### config.mk
export PLATFORM = sky130hd
export DESIGN_NAME = dma_mloop_agen
export DESIGN_NICKNAME = d
export VERILOG_FILES = /design/src/rtl/dma_agen_pkg.sv /design/src/rtl/agen_loop_ctrl.sv /design/src/rtl/agen_addr_unit.sv /design/src/rtl/dma_mloop_agen.sv
export SDC_FILE = /design/constraint.sdc
export NUM_CORES = 1
export LEC_CHECK = 0
export BUFFER_PORTS_ARGS = -buffer_cell sky130_fd_sc_hd__buf_4
export CORE_MARGIN = 3
export CORE_UTILIZATION = 50
export DETAILED_ROUTE_END_ITERATION = 10
export GPL_TIMING_DRIVEN = 0
export PLACE_DENSITY = 0.71
export SLEW_MARGIN = 20
export SYNTH_ARGS = -nofsm -noshare
export SYNTH_HDL_FRONTEND = slang
export SYNTH_HIERARCHICAL = 1
export SYNTH_SLANG_ARGS = --single-unit
export TNS_END_PERCENT = 1
### constraint.sdc
create_clock -name clk -period 19.09 [get_ports clk]
set_clock_uncertainty 0.15 [all_clocks]
set_input_delay 2.8635 -clock clk [delete_from_list [all_inputs] [get_ports clk]]
set_output_delay 2.8635 -clock clk [all_outputs]
set_load 0.05 [all_outputs]
### src/rtl/dma_agen_pkg.sv
package dma_agen_pkg;
  localparam int AW        = 32;
  localparam int OFF_W     = 16;
  localparam int MLOFF_LSB = 10;
  localparam int MLOFF_MSB = 29;
  localparam int MLOFF_W   = MLOFF_MSB - MLOFF_LSB + 1;
  localparam int DST_EN_BIT = 30;
  localparam int SRC_EN_BIT = 31;

  typedef struct packed {
    logic            mem_to_dev;
    logic [OFF_W-1:0] src_step;
    logic [OFF_W-1:0] dst_step;
    logic [AW-1:0]   mloop_word;
    logic [AW-1:0]   last_adj;
  } desc_t;

  function automatic logic [AW-1:0] f_sext_step(input logic [OFF_W-1:0] s);
    return {{(AW-OFF_W){s[OFF_W-1]}}, s};
  endfunction

  function automatic logic [AW-1:0] f_mloff(input logic [AW-1:0] w);
    return {{(AW-MLOFF_W){w[MLOFF_MSB]}}, w[MLOFF_MSB:MLOFF_LSB]};
  endfunction

  function automatic logic f_src_ml_en(input logic [AW-1:0] w);
    return w[SRC_EN_BIT];
  endfunction

  function automatic logic f_dst_ml_en(input logic [AW-1:0] w);
    return w[DST_EN_BIT];
  endfunction

  function automatic logic [AW-1:0] f_minor_bytes(input logic [AW-1:0] w);
    if (w[SRC_EN_BIT] || w[DST_EN_BIT])
      return {{(AW-MLOFF_LSB){1'b0}}, w[MLOFF_LSB-1:0]};
    return w;
  endfunction

  function automatic logic [AW-1:0] f_step_delta(
    input logic [AW-1:0] acc,
    input logic          add_ml,
    input logic [AW-1:0] ml,
    input logic          add_last,
    input logic [AW-1:0] last
  );
    logic [AW-1:0] d;
    d = acc;
    if (add_ml)   d = d + ml;
    if (add_last) d = d + last;
    return d;
  endfunction
endpackage

### src/rtl/agen_loop_ctrl.sv
module agen_loop_ctrl
  import dma_agen_pkg::*;
#(
  parameter int ACC_BYTES = 4,
  parameter int CITER_W   = 15
) (
  input  logic               clk,
  input  logic               rst_n,
  input  logic               load,
  input  logic               halt,
  input  logic [AW-1:0]      load_bytes,
  input  logic [CITER_W-1:0] load_iter,
  output logic               busy,
  output logic               step,
  output logic               minor_end,
  output logic               major_end,
  output logic               done,
  output logic [CITER_W-1:0] citer
);
  localparam logic [AW-1:0] ACC_W = AW'(ACC_BYTES);
  localparam logic [CITER_W-1:0] ONE = CITER_W'(1);

  logic [AW-1:0]      bytes_q;
  logic [AW-1:0]      left_q;
  logic [CITER_W-1:0] iter_q;

  assign step      = busy && !halt;
  assign minor_end = busy && (left_q <= ACC_W);
  assign major_end = minor_end && (citer == ONE);

  always_ff @(posedge clk or negedge rst_n) begin
    if (!rst_n) begin
      busy    <= 1'b0;
      done    <= 1'b0;
      bytes_q <= '0;
      left_q  <= '0;
      iter_q  <= '0;
      citer   <= '0;
    end else if (load) begin
      busy    <= 1'b1;
      done    <= 1'b0;
      bytes_q <= load_bytes;
      left_q  <= load_bytes;
      iter_q  <= load_iter;
      citer   <= load_iter;
    end else if (busy && halt) begin
      busy <= 1'b0;
      done <= 1'b0;
    end else if (busy) begin
      done <= major_end;
      if (minor_end) begin
        left_q <= bytes_q;
        citer  <= major_end ? iter_q : citer - ONE;
      end else begin
        left_q <= left_q - ACC_W;
      end
    end else begin
      done <= 1'b0;
    end
  end

  AST_CITER_NONZERO: assert property (@(posedge clk) disable iff (!rst_n)
    busy |-> (citer != '0));
  AST_MAJOR_RELOAD: assert property (@(posedge clk) disable iff (!rst_n)
    (step && major_end) |=> (citer == iter_q));
  AST_DONE_AFTER_END: assert property (@(posedge clk) disable iff (!rst_n)
    $rose(done) |-> $past(step && major_end));
  AST_START_IGNORED: assert property (@(posedge clk) disable iff (!rst_n)
    (step && !load && !minor_end) |=> (citer == $past(citer)));
endmodule

### src/rtl/agen_addr_unit.sv
module agen_addr_unit
  import dma_agen_pkg::*;
(
  input  logic             clk,
  input  logic             rst_n,
  input  logic             load,
  input  logic [AW-1:0]    load_addr,
  input  logic             step,
  input  logic             minor_end,
  input  logic             major_end,
  input  logic [OFF_W-1:0] acc_off,
  input  logic             ml_en,
  input  logic [AW-1:0]    ml_off,
  input  logic             last_en,
  input  logic [AW-1:0]    last_adj,
  output logic [AW-1:0]    addr
);
  logic [AW-1:0] acc_ext;
  logic [AW-1:0] delta;
  logic          add_ml;
  logic          add_last;

  assign acc_ext  = f_sext_step(acc_off);
  assign add_ml   = minor_end && ml_en;
  assign add_last = major_end && last_en;
  assign delta    = f_step_delta(acc_ext, add_ml, ml_off, add_last, last_adj);

  always_ff @(posedge clk or negedge rst_n) begin
    if (!rst_n)    addr <= '0;
    else if (load) addr <= load_addr;
    else if (step) addr <= addr + delta;
  end

  AST_PLAIN_STEP: assert property (@(posedge clk) disable iff (!rst_n)
    (step && !minor_end && !load) |=> (addr == $past(addr) + $past(acc_ext)));
  AST_MINOR_REWIND: assert property (@(posedge clk) disable iff (!rst_n)
    (step && minor_end && !major_end && !load) |=>
      (addr == $past(addr) + $past(acc_ext) + ($past(ml_en) ? $past(ml_off) : '0)));
  AST_LOAD_ADDR: assert property (@(posedge clk) disable iff (!rst_n)
    load |=> (addr == $past(load_addr)));
endmodule

### src/rtl/dma_mloop_agen.sv
module dma_mloop_agen
  import dma_agen_pkg::*;
#(
  parameter int ACC_BYTES = 4,
  parameter int CITER_W   = 15
) (
  input  logic               clk,
  input  logic               rst_n,
  input  logic               start,
  input  logic               halt,
  input  logic               mem_to_dev,
  input  logic [31:0]        src_base,
  input  logic [31:0]        dst_base,
  input  logic [15:0]        src_step,
  input  logic [15:0]        dst_step,
  input  logic [31:0]        mloop_word,
  input  logic [31:0]        last_adj,
  input  logic [CITER_W-1:0] iter_count,
  output logic               rd_strobe,
  output logic [31:0]        rd_addr,
  output logic               wr_strobe,
  output logic [31:0]        wr_addr,
  output logic               major_done,
  output logic               busy,
  output logic [CITER_W-1:0] cur_iter
);
  desc_t         desc_q;
  logic          load;
  logic          step;
  logic          minor_end;
  logic          major_end;
  logic [AW-1:0] ml_off;

  assign load = start && !busy && (iter_count != '0);

  always_ff @(posedge clk or negedge rst_n) begin
    if (!rst_n) desc_q <= '0;
    else if (load) begin
      desc_q.mem_to_dev <= mem_to_dev;
      desc_q.src_step   <= src_step;
      desc_q.dst_step   <= dst_step;
      desc_q.mloop_word <= mloop_word;
      desc_q.last_adj   <= last_adj;
    end
  end

  assign ml_off = f_mloff(desc_q.mloop_word);

  agen_loop_ctrl #(.ACC_BYTES(ACC_BYTES), .CITER_W(CITER_W)) u_ctrl (
    .clk(clk), .rst_n(rst_n), .load(load), .halt(halt),
    .load_bytes(f_minor_bytes(mloop_word)), .load_iter(iter_count),
    .busy(busy), .step(step), .minor_end(minor_end), .major_end(major_end),
    .done(major_done), .citer(cur_iter)
  );

  logic [1:0][AW-1:0]    side_base;
  logic [1:0][OFF_W-1:0] side_step;
  logic [1:0]            side_ml_en;
  logic [1:0]            side_last_en;
  logic [1:0][AW-1:0]    side_addr;

  assign side_base    = {dst_base, src_base};
  assign side_step    = {desc_q.dst_step, desc_q.src_step};
  assign side_ml_en   = {f_dst_ml_en(desc_q.mloop_word), f_src_ml_en(desc_q.mloop_word)};
  assign side_last_en = {!desc_q.mem_to_dev, desc_q.mem_to_dev};

  for (genvar g = 0; g < 2; g++) begin : g_side
    agen_addr_unit u_addr (
      .clk(clk), .rst_n(rst_n), .load(load), .load_addr(side_base[g]),
      .step(step), .minor_end(minor_end), .major_end(major_end),
      .acc_off(side_step[g]), .ml_en(side_ml_en[g]), .ml_off(ml_off),
      .last_en(side_last_en[g]), .last_adj(desc_q.last_adj),
      .addr(side_addr[g])
    );
  end

  assign rd_addr   = side_addr[0];
  assign wr_addr   = side_addr[1];
  assign rd_strobe = busy;
  assign wr_strobe = busy;

  AST_HALT_STOPS: assert property (@(posedge clk) disable iff (!rst_n)
    (busy && halt) |=> (!busy && !major_done));
  AST_ZERO_COUNT_IGNORED: assert property (@(posedge clk) disable iff (!rst_n)
    (!busy && start && iter_count == '0) |=> !busy);
  AST_BUSY_START_KEEPS_DESC: assert property (@(posedge clk) disable iff (!rst_n)
    (busy && start) |=> $stable(desc_q));
endmodule

# Word level (Yosys, flattened, before mapping)
# Cells that the tools add are included.
[totals]
elab_cells = 70
register_bits = 257
output_inout_bits = 83
[op_classes]
n_addsub = 8
n_lt_le_gt_ge = 1
muxes = 25
eq_ne = 2
reduce_logical = 21
[op_table]
columns = ["cell", "count"]
rows = [
  ["32-bit 2-to-1 mux", 14],
  ["32-bit adder", 4],
  ["15-bit 2-to-1 mux", 5],
  ["16-bit by 20-bit adder with 21-bit output", 2],
  ["32-bit by 3-bit <= comparator with 1-bit output, second input constant", 1],
  ["32-bit by 3-bit subtractor with 32-bit output, second input constant", 1],
  ["15-bit by 1-bit == test with 1-bit output, second input constant", 1],
  ["15-bit nonzero test", 1],
  ["15-bit by 1-bit subtractor with 15-bit output, second input constant", 1],
  ["1-bit logical AND", 10],
  ["2-bit nonzero test", 4],
  ["1-bit 2-to-1 mux", 6],
  ["1-bit zero test", 3],
  ["3-bit AND reduction", 1],
  ["2-bit by 1-bit inequality test with 1-bit output, second input constant", 1],
  ["2-bit AND reduction", 1],
  ["1-bit logical OR", 1],
]

# Longest topological paths before layout
[logic_depth]
depth_word = 9
depth_mapped = 38

# Modules after synthesis
# Netlist, hierarchy kept.
[by_module_without_submodules]
columns = ["mod", "cells_each", "instances", "area_each_um2"]
rows = [
  ["agen_addr_unit at g_side[1].u_addr", 872, 1, 6548.8],
  ["agen_addr_unit at g_side[0].u_addr", 869, 1, 6511.2],
  ["agen_loop_ctrl", 583, 1, 5406.4],
  ["dma_mloop_agen", 216, 1, 3412.0],
]

# Least setup slack after synthesis
# Ideal clock, no wire load.
[synth_path]
kind = "register to register"
from = "register u_ctrl.busy"
to = "register g_side[1].u_addr.addr[31]"
setup_slack_ns = 11.831
setup_ns = 0.126
period_less_slack_ns = 7.259
path_stages_with_launch = 36
arrival_time_ns = 6.983
path_cell_list = "dfrtp_1 nor4b_1 o2111a_1 clkbuf_1 nand3_1 inv_1 buf_2 nand2_1 clkbuf_1 clkbuf_1 mux2i_1 inv_1 ha_1 a211oi_1 o211ai_1 a21oi_1 a21oi_2 o21ai_1 nand2b_1 a21o_1 a311o_1 a21oi_1 xor2_1 o21ai_0 ha_1 a21o_1 a21o_1 a21oi_1 o21ai_1 nor3_1 nand2_1 a221oi_2 or3_1 a31o_1 mux2i_1 a221o_1"
[synth_via]
elab_chain_len = 8
[synth_lines]
columns = ["item", "line_no", "source"]
rows = [
  ["start, declared", "agen_loop_ctrl.sv:13", "output logic busy,"],
  ["start signal, assigned", "agen_loop_ctrl.sv:33", "busy <= 1'b0;"],
  ["start signal, assigned", "agen_loop_ctrl.sv:40", "busy <= 1'b1;"],
  ["start signal, assigned", "agen_loop_ctrl.sv:47", "busy <= 1'b0;"],
  ["1-bit logical AND *", "agen_loop_ctrl.sv:28", "assign minor_end = busy && (left_q <= ACC_W);"],
  ["named net minor_end", "dma_mloop_agen.sv:30", "logic minor_end;"],
  ["1-bit logical AND", "agen_addr_unit.sv:24", "assign add_ml = minor_end && ml_en;"],
  ["32-bit 2-to-1 mux", "dma_agen_pkg.sv:49", "if (add_ml) d = d + ml;"],
  ["32-bit adder", "dma_agen_pkg.sv:50", "if (add_last) d = d + last;"],
  ["32-bit 2-to-1 mux *", "dma_agen_pkg.sv:50", ""],
  ["32-bit adder *", "agen_addr_unit.sv:31", "else if (step) addr <= addr + delta;"],
  ["32-bit 2-to-1 mux *", "agen_addr_unit.sv:31", ""],
  ["32-bit 2-to-1 mux *", "agen_addr_unit.sv:30", "else if (load) addr <= load_addr;"],
  ["end signal, assigned", "agen_addr_unit.sv:30", ""],
  ["end signal, assigned", "agen_addr_unit.sv:31", ""],
  ["end, declared", "agen_addr_unit.sv:16", "output logic [AW-1:0] addr"],
]
# Mark *: on every way through the listed nets, which the timed path passes. The rest lies on a longest branch. The select of a mux whose other input is x is not followed.
# A chain may end at the register's enable or synchronous reset.

# Final worst setup path
[layout_path]
from = "register u_ctrl.left_q[8]"
to = "register g_side[1].u_addr.addr[31]"
[layout_via]
elab_chain_len = 9
[layout_lines]
columns = ["item", "line_no", "source"]
rows = [
  ["start, declared", "agen_loop_ctrl.sv:24", "logic [AW-1:0] left_q;"],
  ["start signal, assigned", "agen_loop_ctrl.sv:43", "left_q <= load_bytes;"],
  ["start signal, assigned", "agen_loop_ctrl.sv:52", "left_q <= bytes_q;"],
  ["start signal, assigned", "agen_loop_ctrl.sv:55", "left_q <= left_q - ACC_W;"],
  ["32-bit by 3-bit <= comparator with 1-bit output *", "agen_loop_ctrl.sv:28", ""],
  ["1-bit logical AND *", "agen_loop_ctrl.sv:28", ""],
  ["named net minor_end", "dma_mloop_agen.sv:30", ""],
  ["1-bit logical AND", "agen_addr_unit.sv:24", ""],
  ["32-bit 2-to-1 mux", "dma_agen_pkg.sv:49", ""],
  ["32-bit adder", "dma_agen_pkg.sv:50", ""],
  ["32-bit 2-to-1 mux *", "dma_agen_pkg.sv:50", ""],
  ["32-bit adder *", "agen_addr_unit.sv:31", ""],
  ["32-bit 2-to-1 mux *", "agen_addr_unit.sv:31", ""],
  ["32-bit 2-to-1 mux *", "agen_addr_unit.sv:30", ""],
]
# Marks and branches as above.

==> results.md <==
Outcome
* complete, no violations — status

Route
* 0 — drc violations
* 6 — Initial DRT Pass Iterations
* 6.10 — post-DR vias/cell
* 73.1 mm — Post-Route WL
* 0 — antenna violation net count after detailed routing
* 1868 — number of DRC markers after the initial detailed-route iteration
* 21.2 µm — routed wire length per instance
* 21100 — routed vias

Clock tree
* 0 — buffers inserted by post-CTS timing repair
* 0 — post_cts resized
* 30 — TritonCTS buffer count
* 0 — hold buffer count at CTS
* 0.58 ns — insertion delay to the later sink of the worst-skew pair
* 0.06 ns — clock-pin slew on the worst setup and hold paths
* 1 — H-tree level count
* built — clock tree from TritonCTS
* clkbuf_16 — clock tree root driver cell
* 3 — deepest clock path buffer count
* 247 — clock net sink count

Synth
* 247 — flip-flop and latch count after synthesis
* 100% — post-synthesis async set-or-reset flop share
* 2540 — gate count of the mapped netlist
* dfrtp_1 — prevailing post-synth register cell
* 8.61 µm² — Mean Syn Cell Area
* 0 — number of enable flip-flop cells after synthesis
* 28.3% — share of the yosys chip area belonging to registers
* 107 — count of unique library cells instantiated by Yosys
* 6 — yosys warns
* 21900 µm² — netlist area before placement

Timing
* 0 — max-slew violations
* 47.7% — portion of the clock cycle consumed by the worst path in the final layout
* 0 — final setup vio count
* 110 MHz — fmax
* 0 — count of final hold-check violations
* 0.326 ns — worst slack on hold paths
* no — unrepaired setup endpoints after global routing
* 0 ns — final setup TNS
* 22.8% — normalized max-slew margin
* 1.16 ns — actual slew at the worst max-slew pin
* 9.11 ns — shortest clock period the worst path allows after layout

Pwr
* 22.2% — Flop pwr share
* 1.89 mW — switching power
* 48.6% — fraction of power spent switching nets
* 151 nW/µm² — PwrDens
* 14.7% — clock power share
* 63.0% — combinational group share of total power
* 3.89 mW — Design Power
* 2.00 mW — Cell Int Power
* 110 µV — worst vdd ir
* 11.6 nW — leakage power total

Worst setup path
* 19.40 ns — required time at the worst-slack endpoint
* flip-flop — nature of the critical path endpoint
* nor4_4 — cell with the largest stage delay on the worst path
* 9.41 ns — arrival time reported for the critical path endpoint
* flip-flop — Critical Path Source Type
* flip-flop to flip-flop — Setup Crit Path Kind
* 13 — biggest fanout along the worst timing path
* 0.66 ns — stage delay of the slowest cell on the critical path

Global routing
* 1 — number of antenna violations at the first check in global routing
* 30.3% — GRT Total Usage
* 113 mm — wire length of the first global-routing pass
* 0 — total congestion overflow
* 96 — maximum number of pins on one net before global-route repair
* 20200 — via count of the first global-routing pass

Cells and area
* 59.4% — Finished Core Util
* 25700 µm² — final design instance area without fill
* 17.3% — Area growth, synth to finish
* 0 — Antenna diodes
* 17.4% — layout cell share with drive strength beyond 1
* 3224 — layout net count
* nand2_1 — most common cell after layout, fill and taps aside
* 286 x nand2_1, 265 x buf_4, 246 x dfrtp_1 — most frequent cells in the layout

Floorplan
* 215 µm — die extent in y
* 50.7% — initial core utilization
* 76 — number of placement rows
* 46300 µm² — die area
* 263 — boundary pin count
* 43200 µm² — Core Region
* 215 µm — die width

Worst hold path
* flip-flop to flip-flop — type of the worst min-delay path

Placement
* 24700 µm² — dpl cell area
* 0.980 — placer congestion estimate
* 57.4 mm — HPWL after DPL
* 262 — number of buffer cells added on primary ports

Flow run
* 0 — # Max-Cap Violations

[layout make-up]
cell class,count,area (µm²)
plain buffers,104,444
clock buffers,42,847
clock inverters,14,128
fillers,3903,17500
inverters,98,368
multi-input cells,2096,14900
flip-flops and latches,247,6180
well taps,585,732
repair buffers,265,2040
[metal layers]
layer	vias up	routed length [µm]	track usage, %
met5	-	20	0
met4	2	1760	6.65
met3	110	5800	4.79
met2	939	32600	49.1
met1	10000	32900	43.0
li1	9976	-	-
[registers in the layout, summed over array words and instances, names as in the netlist]
register	cells
desc_q	87
g_side.u_addr/addr	64
u_ctrl/bytes_q	32
u_ctrl/left_q	32
u_ctrl/citer	15
u_ctrl/iter_q	15
u_ctrl/busy	1
u_ctrl/done	1
[critical path, delay by kind of cell, from the launching register on]
| kind | cells | cell delay (ns) |
|---|---|---|
| DFF | 1 | 0.53 |
| AOI/OAI and AO/OA | 16 | 3.73 |
| adders and majority gates | 2 | 0.67 |
| muxes | 2 | 0.42 |
| and+or+nand+nor | 8 | 2.24 |
| xor gates and xnor gates | 1 | 0.08 |
| buffers and inverters | 5 | 1.16 |
[through the flow]
stage	worst slack (ns)	std cells
final	9.98	3451
after CTS	10.16	3451
after global routing	9.39	3451
after floorplan	11.83	2545
after global placement	10.35	3392
after detailed placement	10.21	3395
[logic make-up (layout without fill, tap and decap cells)]
group | Yosys count | count (layout) | share of synthesized area [%]
flip-flops | 247 | 247 | 28.3
buffers and inverters | 202 | 523 | 3.71
adder cells (fa/ha/maj) | 202 | 202 | 11.8
XOR/XNOR | 171 | 171 | 6.85
AND/OR/NAND/NOR | 714 | 714 | 15.9
multiplexers | 187 | 187 | 9.24
other | 1 | 6 | 0.0171
AO/OA/AOI/OAI | 816 | 816 | 24.3
[power by group through the flow]
stage          registers (mW)  clock network [mW]  logic, mW
2_1_floorplan            1.04                   0       1.62
3_3_place_gp            0.860                   0       2.35
3_5_place_dp            0.864                   0       2.40
4_1_cts                 0.857               0.583       2.42
5_1_grt                 0.883               0.600       2.68
6_report                0.864               0.573       2.45
[cells in the mapped netlist (67+ instances only)]
master / number / area, µm²
dfrtp_1: 247 / 6180
ha_1: 196 / 2450
a21oi_1: 191 / 956
nand2_1: 286 / 1070
xnor2_1: 110 / 963
inv_1: 96 / 360
mux2i_1: 67 / 671
a21o_1: 82 / 616
mux2_2: 101 / 1140
clkbuf_1: 73 / 274
nor2_1: 120 / 450
o21ai_0: 218 / 1090
[final timing paths]
kind,start,endpoint,slack [ns],depth (start not counted)
max in group asynchronous,rst_n,g_side[0].u_addr/addr[26]$_DFFE_PN0P_,15.81,2
hold / removal,u_ctrl/iter_q[8]$_DFFE_PN0P_,u_ctrl/iter_q[8]$_DFFE_PN0P_,0.33,2
setup reg to reg,u_ctrl/left_q[8]$_DFFE_PN0P_,g_side[1].u_addr/addr[31]$_DFFE_PN0P_,9.98,34
setup / recovery,u_ctrl/left_q[8]$_DFFE_PN0P_,g_side[1].u_addr/addr[31]$_DFFE_PN0P_,9.98,34
hold reg to reg,u_ctrl/iter_q[8]$_DFFE_PN0P_,u_ctrl/iter_q[8]$_DFFE_PN0P_,0.33,2
min in group asynchronous,rst_n,u_ctrl/citer[0]$_DFFE_PN0P_,2.08,1
No activity file was read; power rests on OpenSTA's default activity.
